===== config.mk =====
export PLATFORM = sky130hd
export DESIGN_NAME = sm_vprot_monitor
export DESIGN_NICKNAME = d
export VERILOG_FILES = /design/src/rtl/sm_vprot_pkg.sv /design/src/rtl/sm_vprot_chan.sv /design/src/rtl/sm_vprot_word.sv /design/src/rtl/sm_vprot_monitor.sv
export SDC_FILE = /design/constraint.sdc
export NUM_CORES = 1
export LEC_CHECK = 0
export BUFFER_PORTS_ARGS = -buffer_cell sky130_fd_sc_hd__buf_2
export CELL_PAD_IN_SITES_DETAIL_PLACEMENT = 0
export CELL_PAD_IN_SITES_GLOBAL_PLACEMENT = 1
export CORE_MARGIN = 2
export CORE_UTILIZATION = 31
export DETAILED_ROUTE_END_ITERATION = 8
export GPL_TIMING_DRIVEN = 0
export PLACE_DENSITY = 0.95
export SLEW_MARGIN = 15
export SYNTH_ARGS = -nofsm -noshare
export SYNTH_HDL_FRONTEND = slang
export SYNTH_HIERARCHICAL = 1
export SYNTH_SLANG_ARGS = --single-unit

===== constraint.sdc =====
create_clock -name clk_i -period 2.23 [get_ports clk_i]
set_input_delay 0.1115 -clock clk_i [delete_from_list [all_inputs] [get_ports clk_i]]
set_output_delay 0.1115 -clock clk_i [all_outputs]
set_load 0.02 [all_outputs]

===== src/rtl/sm_vprot_pkg.sv =====
package sm_vprot_pkg;
    typedef enum logic {CH_ARMED, CH_TRIPPED} ch_state_e;
    typedef enum logic {MON_NORMAL, MON_BYPASS} mon_state_e;

    localparam int NUM_CHK  = 3;
    localparam int CHK_OV1  = 0;
    localparam int CHK_OV2  = 1;
    localparam int CHK_UV   = 2;
    localparam int NUM_GATE = 4;
    localparam int WORD_W   = 16;
endpackage


===== src/rtl/sm_vprot_chan.sv =====
module sm_vprot_chan
    import sm_vprot_pkg::*;
#(
    parameter int VW       = 16,
    parameter int FRAC     = 12,
    parameter int MAX_PU   = 4,
    parameter bit IS_UNDER = 1'b0
) (
    input  logic          clk_i,
    input  logic          rst_ni,
    input  logic          clr_i,
    input  logic          en_i,
    input  logic          auto_i,
    input  logic [VW-1:0] thr_i,
    input  logic [VW-1:0] vcap_i,
    output logic          tripped_o,
    output logic          trip_next_o
);
    localparam logic [VW-1:0] TH_MAX = VW'(MAX_PU << FRAC);

    ch_state_e     state_q, state_d;
    logic [VW-1:0] thr_eff;
    logic          viol;

    assign thr_eff = (thr_i > TH_MAX) ? TH_MAX : thr_i;

    generate
        if (IS_UNDER) begin : g_under
            assign viol = (vcap_i < thr_eff);
        end else begin : g_over
            assign viol = (vcap_i > thr_eff);
        end
    endgenerate

    always_ff @(posedge clk_i or negedge rst_ni) begin
        if (!rst_ni) state_q <= CH_ARMED;
        else         state_q <= state_d;
    end

    always_comb begin
        state_d = state_q;
        unique case (state_q)
            CH_ARMED: begin
                if (!clr_i && en_i && viol) state_d = CH_TRIPPED;
            end
            CH_TRIPPED: begin
                if (clr_i || (auto_i && !viol)) state_d = CH_ARMED;
            end
            default: state_d = CH_ARMED;
        endcase
    end

    assign tripped_o   = (state_q == CH_TRIPPED);
    assign trip_next_o = (state_d == CH_TRIPPED);
endmodule


===== src/rtl/sm_vprot_word.sv =====
module sm_vprot_word
    import sm_vprot_pkg::*;
(
    input  logic [2*NUM_GATE-1:0] gate_flt_i,
    input  logic                  brk_closed_i,
    input  logic                  deact_i,
    input  logic [NUM_CHK-1:0]    trip_i,
    input  logic                  cap_short_i,
    output logic [WORD_W-1:0]     word_o
);
    always_comb begin
        word_o                  = '0;
        word_o[2*NUM_GATE-1:0]  = gate_flt_i;
        word_o[8]               = brk_closed_i;
        word_o[9]               = deact_i;
        word_o[10]              = trip_i[CHK_OV1];
        word_o[11]              = trip_i[CHK_OV2];
        word_o[12]              = trip_i[CHK_UV];
        word_o[13]              = cap_short_i;
    end
endmodule


===== src/rtl/sm_vprot_monitor.sv =====
module sm_vprot_monitor
    import sm_vprot_pkg::*;
#(
    parameter int VW     = 16,
    parameter int FRAC   = 12,
    parameter int MAX_PU = 4
) (
    input  logic                  clk_i,
    input  logic                  rst_ni,
    input  logic                  clr_i,
    input  logic [VW-1:0]         vcap_i,
    input  logic [VW-1:0]         ov1_thr_i,
    input  logic                  ov1_en_i,
    input  logic                  ov1_auto_i,
    input  logic [VW-1:0]         ov2_thr_i,
    input  logic                  ov2_en_i,
    input  logic                  ov2_auto_i,
    input  logic [VW-1:0]         uv_thr_i,
    input  logic                  uv_en_i,
    input  logic                  uv_auto_i,
    input  logic [2*NUM_GATE-1:0] gate_flt_i,
    input  logic                  brk_closed_i,
    input  logic                  cap_short_i,
    input  logic [VW-1:0]         vout_req_i,
    output logic [VW-1:0]         vout_o,
    output logic                  bypass_o,
    output logic [VW-1:0]         vcap_hold_o,
    output logic [WORD_W-1:0]     state_o
);
    logic [VW-1:0]      thr_a  [NUM_CHK];
    logic [NUM_CHK-1:0] en_a, auto_a, trip_q, trip_d;
    mon_state_e         mon_q, mon_d;
    logic [VW-1:0]      hold_q;

    assign thr_a[CHK_OV1] = ov1_thr_i;
    assign thr_a[CHK_OV2] = ov2_thr_i;
    assign thr_a[CHK_UV]  = uv_thr_i;
    assign en_a   = {uv_en_i, ov2_en_i, ov1_en_i};
    assign auto_a = {uv_auto_i, ov2_auto_i, ov1_auto_i};

    for (genvar g = 0; g < NUM_CHK; g++) begin : g_chk
        sm_vprot_chan #(
            .VW       (VW),
            .FRAC     (FRAC),
            .MAX_PU   (MAX_PU),
            .IS_UNDER (g == CHK_UV)
        ) u_chan (
            .clk_i       (clk_i),
            .rst_ni      (rst_ni),
            .clr_i       (clr_i),
            .en_i        (en_a[g]),
            .auto_i      (auto_a[g]),
            .thr_i       (thr_a[g]),
            .vcap_i      (vcap_i),
            .tripped_o   (trip_q[g]),
            .trip_next_o (trip_d[g])
        );
    end

    // state register
    always_ff @(posedge clk_i or negedge rst_ni) begin
        if (!rst_ni) mon_q <= MON_NORMAL;
        else         mon_q <= mon_d;
    end

    always_comb begin
        mon_d = mon_q;
        unique case (mon_q)
            MON_NORMAL: if (|trip_d)  mon_d = MON_BYPASS;
            MON_BYPASS: if (!(|trip_d)) mon_d = MON_NORMAL;
            default:    mon_d = MON_NORMAL;
        endcase
    end

    // held voltage tracks the input until bypass freezes it
    always_ff @(posedge clk_i or negedge rst_ni) begin
        if (!rst_ni)                 hold_q <= '0;
        else if (mon_q == MON_NORMAL) hold_q <= vcap_i;
    end

    // outputs
    always_comb begin
        bypass_o    = 1'b0;
        vout_o      = vout_req_i;
        unique case (mon_q)
            MON_NORMAL: ;
            MON_BYPASS: begin
                bypass_o = 1'b1;
                vout_o   = '0;
            end
            default: ;
        endcase
        vcap_hold_o = hold_q;
    end

    sm_vprot_word u_word (
        .gate_flt_i   (gate_flt_i),
        .brk_closed_i (brk_closed_i),
        .deact_i      (bypass_o),
        .trip_i       (trip_q),
        .cap_short_i  (cap_short_i),
        .word_o       (state_o)
    );
endmodule


==> flow_summary.ini <==
[critical_path]
reg2reg_from = g_chk[1].u_chan/tripped_o
path_delay_family = compound AO/OA/AOI/OAI gates
max_stage_delay_ps = 380
required_ps = 2370
critPathBufInv = 2
critPathMaxFanout = 6
crit_cells = 12
critical_path_class = in -> reg
reg2reg_to = mon_q
cp-start-kind = input pin
crit_path_frequent_cell = a21oi_2
slowest_stage = or3_1
crit_path_end_kind = flip-flop
reg2reg_setup_slack_ps = 500
crit_arrival_ps = 2540
r2r_cells = 5
crit_chain = buf_2, nor4_4, nand4_1, a21oi_2, buf_6, nand2_4, ha_4, a21oi_2, nor2_1, a311o_1, o31a_1, or3_1

[yosys]
ys_seq_area_share_pct = 20.8
synth_commonest_cells = ha_1, nand2_1, dfrtp_1, buf_4, nor2b_1
synth_ff_type = dfrtp_1
ys_seq_elements = 20
synth-adder-area-share_pct = 24.5
yosysMostFrequentCell = ha_1
yosysUniqueCellTypes = 42
syn-instance-count = 271
synth_area_leaders = ha_1, dfrtp_1, mux2_2, nand2_1, buf_4
syn_avg_cell_area_sq_um = 8.86
yosysWarnings = 6
ys_async_sr_fraction_pct = 100
netlist_area_sq_mm = 0.00240
synth_top_family_by_area = adder cells
synthXorXnorAreaFrac_pct = 0
synth-compound-area-share_pct = 15.7
synthMuxAreaShare_pct = 7.50
synth_largest_area_cell = ha_1
synth-simple-area-share_pct = 23.1
synth-edff-count = 0
yosysTopAreaCellShare_pct = 24.5

[place]
io_buffers = 135
hpwl_microns = 6570
dp_cells = 509
gp_congestion = 0.918

[routing]
drt_pre_antenna_iters = 4
drtAntennaViolNets = 0
via_count = 2570
wl_per_cell_microns = 14.8
wl_microns = 7730
dr.first_iter.drc_count = 103
viasPerCell = 4.93
drcViolationCount = 0

[cts]
numCtsBuffers = 3
cts_buffer_depth = 2
clk_latency_ps = 260
cts-root-buf = clkbuf_8
cts.reportedPaths.clkPinSlew_ps = 80
cts_tree = built
htree_levels = 1
clock-sinks = 20

[pwr]
seq_power_share_pct = 28.7
switching_share_pct = 40.5
leakage_nw = 1.72
switching_power_mw = 0.695
power.share.clock_pct = 16.4
comb_power_share_pct = 54.9
power_density_mw_per_mm2 = 479
ir_worst_vdd_v = 0.000277
power_mw = 1.72
power.internal_mw = 1.02

[global_routing]
grt_use_total_pct = 17.9
grt_antenna_before_repair = 0
grt_max_degree = 21
grt_pass1_wl_microns = 11800
first_global_vias = 2503
grt-ovfl-total = 0

[outcome]
violations = setup timing
status = finished with violations

[sta]
final_max_slew_viol_count = 0
fin_crit_sh_pct = 108
setup_slack_ps = -175
timing.final.hold_violations = 0
setup_viol = 1
fmax_mhz = 416
fin_tns_setup_ps = -175
final.setup_skew_ps = 5.40
rsz0062_at_grt = true
min_period_ps = 2410

[finish]
stdcell_count = 521
regArea_sq_um = 500
layout.nets = 566
multiInputGateArea_sq_mm = 0.00194
drive_above_1_share_pct = 51.8
fillers = 741
antenna_cells = 0
syn_to_final_growth_pct = 49.2

[floorplan]
core_area_sq_mm = 0.00761
fp.dieH_microns = 92.0
rows = 32
die_area_sq_mm = 0.00847
ioPinCount = 148
die_w_microns = 92.0
start_util_pct = 31.6

[min_path]
whs_endpoint = vcap_hold_o[0]
hold_path_class = in -> reg
hold_start = vcap_i[0]
hold_path_depth = 2

[flow_run]
drv_cap = 0
## metal layers
metal	vias up	global-route usage, %	share of wire, %	wire length [microns]
li1	1276	-	-	-
met1	1171	20.9	41	3160
met2	113	33.0	50	3870
met3	10	3.70	7.4	573
met4	0	4.85	1.6	123
met5	-	0	0	0
## area by class of cell
cell class                      count  area share [%]
Sequential cell                    20            14.0
Buffer                             21            4.75
Multi-Input combinational cell    225            54.1
Inverter                            6           0.628
Timing Repair Buffer              143            21.5
Clock buffer                        4            1.54
Tap cell                          102            3.56
## how the worst max path moves through the flow
stage,slack (ps),end,start
2_1_floorplan,-30,mon_q,ov2_thr_i[5]
3_3_place_gp,-450,mon_q,ov2_thr_i[9]
3_5_place_dp,-540,mon_q,ov2_thr_i[9]
4_1_cts,-160,mon_q,ov2_thr_i[12]
5_1_grt,-280,mon_q,ov2_thr_i[11]
6_report,-180,mon_q,ov2_thr_i[11]
## kinds of logic after synthesis
family,Yosys count
and+or+nand+nor,109
AOI/OAI and AO/OA,48
adders and majority gates,47
buffers and inverters,27
DFF,20
muxes,16
other,4
## cells in the final DEF, fill, tap and decap left out, types with 2 or more instances in the layout
cell type and count:
nor3_1 2, nor2b_1 18, ha_4 4, and2_1 3
o31a_1 2, a21boi_1 2, conb_1 5, nor2_1 12
ha_1 41, nor4_4 6, buf_4 22, a21oi_2 9
inv_1 6, o221ai_2 2, a311o_1 2, nor4_1 3
a21o_1 4, a21oi_1 9, buf_2 132, nand2_1 41
nor3_2 2, nand4_4 2, nand2_4 3, ha_2 2
mux2_2 16, dfrtp_1 20, a211oi_1 6, buf_6 8
nand3_1 2, o211ai_1 2, nand4_1 10, clkbuf_8 4
## power by group through the flow
stage          clock (mW)  combinational [mW]  sequential, mW
3_5_place_dp            0               0.922           0.503
6_report            0.282               0.942           0.493
5_1_grt             0.311                1.03           0.508
2_1_floorplan           0               0.485           0.595
3_3_place_gp            0               0.900           0.499
4_1_cts             0.298               0.931           0.496
## metrics by stage
| stage | hold slack (ps) | setup slack (ps) | util (%) | area [sq um] |
|---|---|---|---|---|
| floorplan | -184 | -31.3 | - | 2580 |
| global placement | 90.6 | -453 | 44.5 | 3380 |
| detailed placement | 99.7 | -540 | 44.5 | 3380 |
| CTS | 161 | -156 | 45.7 | 3470 |
| global route | 170 | -282 | 47.1 | 3580 |
| finish | 164 | -175 | 47.1 | 3580 |
## sequential cells by signal (all words and copies together), names as in the netlist
signal                  cells
vcap_hold_o                16
g_chk.u_chan/tripped_o      3
mon_q                       1
## worst reg2reg max path, cell delays in order (launching register included)
cell and delay (ps):
dfrtp_1 430, inv_1 90, o221ai_2 90, a311o_1 320
o31a_1 300, or3_1 380
## repair_timing
action,in CTS,in global routing
hold buffers,1,0
setup endpoints to repair,1,1
buffers inserted,2,4
resized for setup,2,19
pin swaps,3,21
gates cloned,0,1
hold endpoints to repair,20,0
No activity file was read; power rests on OpenSTA's default activity.
